**src/rtl/vram_steer.sv**
```systemverilog
module vram_steer #(
  parameter int OFFW = 14,
  parameter int DW = 8,
  localparam int AW = OFFW + 2,
  localparam int CW = $clog2(DW)
) (
  input  logic          clk,
  input  logic          rst_n,
  input  logic          ctrl_we,
  input  logic [7:0]    ctrl_wdata,
  output logic [7:0]    ctrl_q,
  input  logic          legacy_scr,
  input  logic          cpu_req,
  input  logic          cpu_wr,
  input  logic [1:0]    cpu_page,
  input  logic [OFFW-1:0] cpu_off,
  input  logic [DW-1:0] cpu_wdata,
  output logic          cpu_wait,
  output logic          mram_we,
  output logic          rd_vram,
  input  logic          disp_req,
  input  logic          disp_half,
  input  logic [OFFW-1:0] disp_off,
  input  logic          cap_valid,
  input  logic          cap_bit,
  input  logic [AW-1:0] cap_addr,
  output logic          vram_en,
  output logic          vram_we,
  output logic [AW-1:0] vram_addr,
  output logic [DW-1:0] vram_wdata
);

  logic [7:0]    ctrl;
  logic          buf_v;
  logic [AW-1:0] buf_a;
  logic [DW-1:0] buf_d;
  logic [CW-1:0] cnt;
  logic [DW-1:0] sh;
  logic          vblk;

  always_comb begin
    case (cpu_page)
      2'd1:    vblk = cpu_off[OFFW-1] ? ctrl[2] : ctrl[0];
      2'd3:    vblk = cpu_off[OFFW-1] ? ctrl[2] : ctrl[1];
      default: vblk = ctrl[3];
    endcase
  end

  wire cpu_vw   = cpu_req & cpu_wr & ~ctrl[7] & ~vblk;
  wire cpu_vr   = cpu_req & ~cpu_wr & ctrl[5];
  wire drain    = buf_v & ~disp_req & ~cpu_vr;
  wire room     = ~buf_v | drain;
  wire cap_full = ctrl[7] & cap_valid & (cnt == CW'(DW - 1));
  wire load_cpu = cpu_vw & room;
  wire load_cap = cap_full & room;
  wire [1:0] dpg = {ctrl[6] ? disp_half : legacy_scr, 1'b1};

  assign ctrl_q   = ctrl;
  assign cpu_wait = (cpu_vw & ~room) | (cpu_vr & disp_req);
  assign mram_we  = cpu_req & cpu_wr & ~ctrl[4] & ~cpu_wait;
  assign rd_vram  = cpu_vr & ~cpu_wait;

  always_comb begin
    vram_en    = 1'b0;
    vram_we    = 1'b0;
    vram_addr  = '0;
    vram_wdata = '0;
    if (disp_req) begin
      vram_en   = 1'b1;
      vram_addr = {dpg, disp_off};
    end else if (cpu_vr) begin
      vram_en   = 1'b1;
      vram_addr = {cpu_page, cpu_off};
    end else if (buf_v) begin
      vram_en    = 1'b1;
      vram_we    = 1'b1;
      vram_addr  = buf_a;
      vram_wdata = buf_d;
    end
  end

  always_ff @(posedge clk) begin
    if (!rst_n) begin
      ctrl  <= '0;
      buf_v <= 1'b0;
      buf_a <= '0;
      buf_d <= '0;
      cnt   <= '0;
      sh    <= '0;
    end else begin
      if (ctrl_we) ctrl <= ctrl_wdata;
      if (load_cpu) begin
        buf_v <= 1'b1;
        buf_a <= {cpu_page, cpu_off};
        buf_d <= cpu_wdata;
      end else if (load_cap) begin
        buf_v <= 1'b1;
        buf_a <= cap_addr;
        buf_d <= {sh[DW-2:0], cap_bit};
      end else if (drain) begin
        buf_v <= 1'b0;
      end
      if (!ctrl[7]) begin
        cnt <= '0;
      end else if (cap_valid) begin
        cnt <= (cnt == CW'(DW - 1)) ? '0 : cnt + 1'b1;
        sh  <= {sh[DW-2:0], cap_bit};
      end
    end
  end

endmodule


```
**config.mk**
```make
export PLATFORM = sky130hd
export DESIGN_NAME = vram_steer
export DESIGN_NICKNAME = d
export VERILOG_FILES = /design/src/rtl/vram_steer.sv
export SDC_FILE = /design/constraint.sdc
export NUM_CORES = 1
export LEC_CHECK = 0
export CAP_MARGIN = 20
export CORE_MARGIN = 3
export CORE_UTILIZATION = 35
export CTS_BUF_LIST = sky130_fd_sc_hd__clkbuf_4 sky130_fd_sc_hd__clkbuf_8 sky130_fd_sc_hd__clkbuf_16
export CTS_CLUSTER_SIZE = 20
export DETAILED_ROUTE_END_ITERATION = 7
export PLACE_DENSITY_LB_ADDON = 0.05
export SYNTH_ARGS = -nofsm -noshare
export SYNTH_HDL_FRONTEND = slang
export SYNTH_SLANG_ARGS = --single-unit
```
**constraint.sdc**
```tcl
create_clock -name clk -period 1.8 [get_ports clk]
set_clock_uncertainty 0.15 [all_clocks]
set_input_delay 0.18 -clock clk [delete_from_list [all_inputs] [get_ports clk]]
set_output_delay 0.18 -clock clk [all_outputs]
set_load 0.02 [all_outputs]
```
* Word-level counts from Yosys, hierarchy flattened *
Index checks and enable logic that the tools add are counted.

word-level totals
  register bits = 43
  input bits = 72
  output and inout port bits = 37
  word-level logic and storage cells = 64

operators by class
  add/sub/neg operators = 1
  equality and inequality tests = 3
  multiplexer cells = 23
  bitwise logic cells = 27
  reductions and logical operators = 4

operator list
  kind                   count
  $mux W16               5
  $mux W8                5
  $and A1 B1 Y1          16
  $mux W1                11
  $not A1 Y1             9
  $reduce_and A2 Y1      2
  $add A3 B1 Y3 const B  1
  $eq A3 B3 Y1 const B   1
  $mux W3                1
  $reduce_bool A3 Y1     1
  $eq A2 B1 Y1 const B   1
  $eq A2 B2 Y1 const B   1
  $or A1 B1 Y1           2
  $pmux W1 S2            1
  $reduce_bool A2 Y1     1

* Longest topological paths before layout *
  depth after elaboration = 11
  gate-level depth with buffers = 7
  mapped depth without buffers = 6

* Least setup slack after synthesis *
OpenSTA, ideal clock, no wires.

  kind = reg2out
  from = register ctrl[5] (netlist: ctrl_q[5])
  to = output vram_addr[10]
  arrival time = 1674 ps
  path slack = -204 ps
  stages on the path, launching flop included = 7
  buffers on the path = 3
  cells stage by stage = dfxtp_1 and3b_1 buf_4 clkbuf_1 buf_2 a21oi_1 o21ai_1

on the way
  cells in the longest elaborated chain, start to end = 3

RTL lines
  element                 line  source
  start, declared         33    logic [7:0] ctrl;
  start signal, assigned  91    if (ctrl_we) ctrl <= ctrl_wdata;
  $and A1 B1 Y1           50    wire cpu_vr = cpu_req & ~cpu_wr & ctrl[5];
  $mux W16                71    end else if (cpu_vr) begin
  $mux W16                68    if (disp_req) begin
  end, declared           29    output logic [AW-1:0] vram_addr,

No other way between the ends.

* Worst setup path in the final report *
  from = register ctrl[5] (netlist: ctrl_q[5])
  to = output vram_wdata[2]

on the way
  cells in the longest elaborated chain, start to end = 3

RTL lines
  element        line  source
  $and A1 B1 Y1  50
  $mux W8        71
  $mux W8        68
  end, declared  30    output logic [DW-1:0] vram_wdata

No other way between the ends.

==> flow_summary.toml <==
[clock_tree]
cts_inserted_buffers = 5
cts.root.buffer_cell = "clkbuf_8"
cts.htree.levels = 2
holdBufCountCts = 0
cts_num_sinks = 43
cts_tree = "done"
clock_tree.buffer_depth = 2
clk-insertion-delay-late_ps = 290
clk_pin_slew_ps = 90

[sta]
relSlewSlack = 0.678
setup_viol_count_final = 51
final_hold_viol_count = 0
grt_setup_unrepaired = "yes"
finalMaxSlewViolations = 0
setup_ws_ps = -146
worstMarginPinSlew_ps = 484
final_min_period_over_clock_period = 1.08
min_clock_period_post_route_ps = 1950
fmax_mhz = 514

[pwr]
power.static_leakage_nw = 1.79
totalPowerFinal_mw = 2.37
max-vdd-ir-drop_v = 0.000383
cellPowerDensity_mw_per_mm2 = 487

[routing]
num_vias = 3525
wl_met2_um = 5500
finalWirelength_um = 10900
drt_iter0_drc = 204
drt-pass1-iter-count = 4
postRouteAntennaNets = 0
post-route-drc-count = 0
top_layer_used = "met4"
detail_route.wl_per_cell_um = 18.5
post_drt_via_cell_ratio = 5.95
drt-met1-wl_um = 4510
met3RoutedLength_um = 723

[yosys]
syn-cell-area_mm2 = 0.00290
synth.yosys.warnings = 0
synth_compound_area_frac = 0.384
syn_avg_cell_area_um2 = 8.18
dominant_combinational_cell_family_by_area_after_synthesis = "compound AO/OA/AOI/OAI gates"
post_synth_and_or_nand_nor_area_fraction = 0.186
post_synth_inst_count = 355
synth_nets = 429
synth.ff_latch_count = 43
synthXorXnorAreaFrac = 0
synthMuxAreaShare = 0.0466
ys_seq_area_frac = 0.297
post_synth_fa_ha_maj_area_fraction = 0.00862
synth_cell_types = 41

[worst_setup_path]
critPathKind = "flop to output port"
critical_path.startpoint_type = "flop"
worstPathRequired_ps = 1470
timing.critical_path.arrival_ps = 1620
path_max_fanout = 5
r2r.worst_path.cells = 6
timing.critical_path.to_type = "output port"

[status]
violations = "negative setup slack"
run_status = "finished, violations left"

[global_routing]
grt_max_degree = 52
number_of_global_route_vias_before_repair = 3358
first_pass_grt_wire_length_um = 17600
antenna_found_initial = 0
global_route.usage.total = 0.226
gr-total-overflow = 0

[hold_path]
min_path_cells = 4
class_of_the_tightest_hold_or_removal_check = "input port to flop"

[place]
placed_cells = 565
detailedPlacementHpwl_um = 7070
io_buffer_count = 108
gp_routability_congestion = 0.787

[die]
placementRows = 32
initial_core_util = 0.368
fp.dieW_um = 97.1
core_area_mm2 = 0.00789
die_area_mm2 = 0.00942
boundaryPins = 109
die_h_um = 97.1

[flow_run]
drv.max_cap_violation_count = 0

[finish]
n_antenna_cell = 0
final_cell_count_no_fill = 592
syn_to_final_growth_pct = 67.7
post_route_cells_drive_above_1_share = 0.349
design.final.nets = 563
## cells in the final DEF (no fill, tap or decap), types with 2 or more instances in the layout
cell             netlist  final
nand2_1               27     26
dlygate4sd2_1          0      4
buf_12                 0      3
o21ai_2                0      8
buf_8                  0      2
clkbuf_8               0      5
and3_4                 0     13
buf_6                  3     26
o2111ai_1             47     47
a221o_1               23     23
dfxtp_2                0      6
o21ai_1               15      6
a21oi_1               22      9
buf_2                  6      7
nand3b_1               2      2
buf_4                  3     53
dfxtp_1               43     37
buf_16                 0      2
a21oi_2                0     11
nor3_4                 0      2
o21ai_4                1      2
ha_4                   0      2
clkinvlp_4             0      2
nand3_1               32     30
a21oi_4                0      2
and2_4                 0      8
mux2i_1               12     12
clkdlybuf4s50_1        0     72
and3_1                16      3
nor2_1                14     14
and4_4                 1      4
o211ai_1              23     23
## through the flow
step	util	setup WS (ps)	area [um^2]	TNS (ps)	hold WS, ps
floorplan	-	1.44	2960	0	168
global placement	0.547	-614	4310	-28620	313
detailed placement	0.547	-667	4310	-30610	316
CTS	0.614	-161	4840	-3480	256
global route	0.617	-209	4870	-6840	290
finish	0.617	-146	4870	-3930	248
## critical path: stages (launching register included)
cell	delay [ps]
dfxtp_2	340
and3b_2	270
nor3b_4	270
buf_4	190
and2_4	150
buf_6	110
## final cells by class
| cell class | instances | area, um^2 |
|---|---|---|
| clock buffer | 5 | 68.8 |
| clock inverter | 3 | 20.0 |
| fill | 687 | 3020 |
| inverter | 2 | 7.51 |
| multi-input combinational | 267 | 2140 |
| sequential | 43 | 868 |
| tap | 102 | 128 |
| timing repair buffer | 170 | 1640 |
## power breakdown
group          internal, mW  switching (mW)  total [mW]
registers              1.00          0.0457        1.05
logic                 0.364           0.335       0.699
clock network         0.270           0.353       0.623
## state kept, by name, summed over array words and instances, names as in the netlist
name and cells:
cnt 3, buf_a 16, ctrl_q 8, buf_v 1, sh 7, buf_d 8
## worst paths after layout
path / start / endpoint / slack, ps
max reg2reg: ctrl_q[5] / buf_d[0] / -90
min: rst_n / ctrl_q[6] / 250
max: ctrl_q[5] / vram_wdata[2] / -150
min reg2reg: sh[4] / sh[4] / 320
## logic make-up after synthesis
kind of cell / Yosys count
adders and majority gates: 2
DFF: 43
and+or+nand+nor: 106
buffers and inverters: 49
muxes: 13
AOI/OAI and AO/OA: 142
## cell usage after synthesis (all sizes together)
cell type | n | share of area
o2bb2a | 1 | 0.0034
inv | 2 | 0.0026
a221o | 23 | 0.079
buf | 15 | 0.034
nand2b | 1 | 0.0022
a311oi | 1 | 0.0030
and4 | 1 | 0.0039
o2111ai | 47 | 0.14
nand3 | 32 | 0.055
o21a | 1 | 0.0026
a211oi | 1 | 0.0026
o211ai | 24 | 0.067
nor3 | 1 | 0.0034
mux2 | 1 | 0.0052
a31oi | 1 | 0.0022
and3 | 16 | 0.034
nor2b | 1 | 0.0022
mux2i | 12 | 0.041
o21bai | 1 | 0.0026
o221ai | 1 | 0.0030
ha | 2 | 0.0086
or3 | 1 | 0.0022
clkbuf | 32 | 0.041
nand2 | 27 | 0.035
and3b | 1 | 0.0030
nand3b | 2 | 0.0052
nor2 | 14 | 0.018
a211o | 1 | 0.0030
a21oi | 22 | 0.038
and2 | 8 | 0.017
o21ai | 17 | 0.033
nor3b | 1 | 0.0043
dfxtp | 43 | 0.30
o311ai | 1 | 0.0030
## metal layers
metal / up-vias / track usage
met5: - / 0
li1: 1701 / -
met3: 14 / 0.0388
met2: 134 / 0.389
met1: 1676 / 0.289
met4: 0 / 0.0670
## what timing repair did
action,CTS,global route
setup endpoints to repair,52,53
gates resized for setup,220,13
pin swaps,12,6
cloned,9,0
hold endpoints to repair,0,0
buffers inserted,9,2
(Power assumes the default switching activity.)
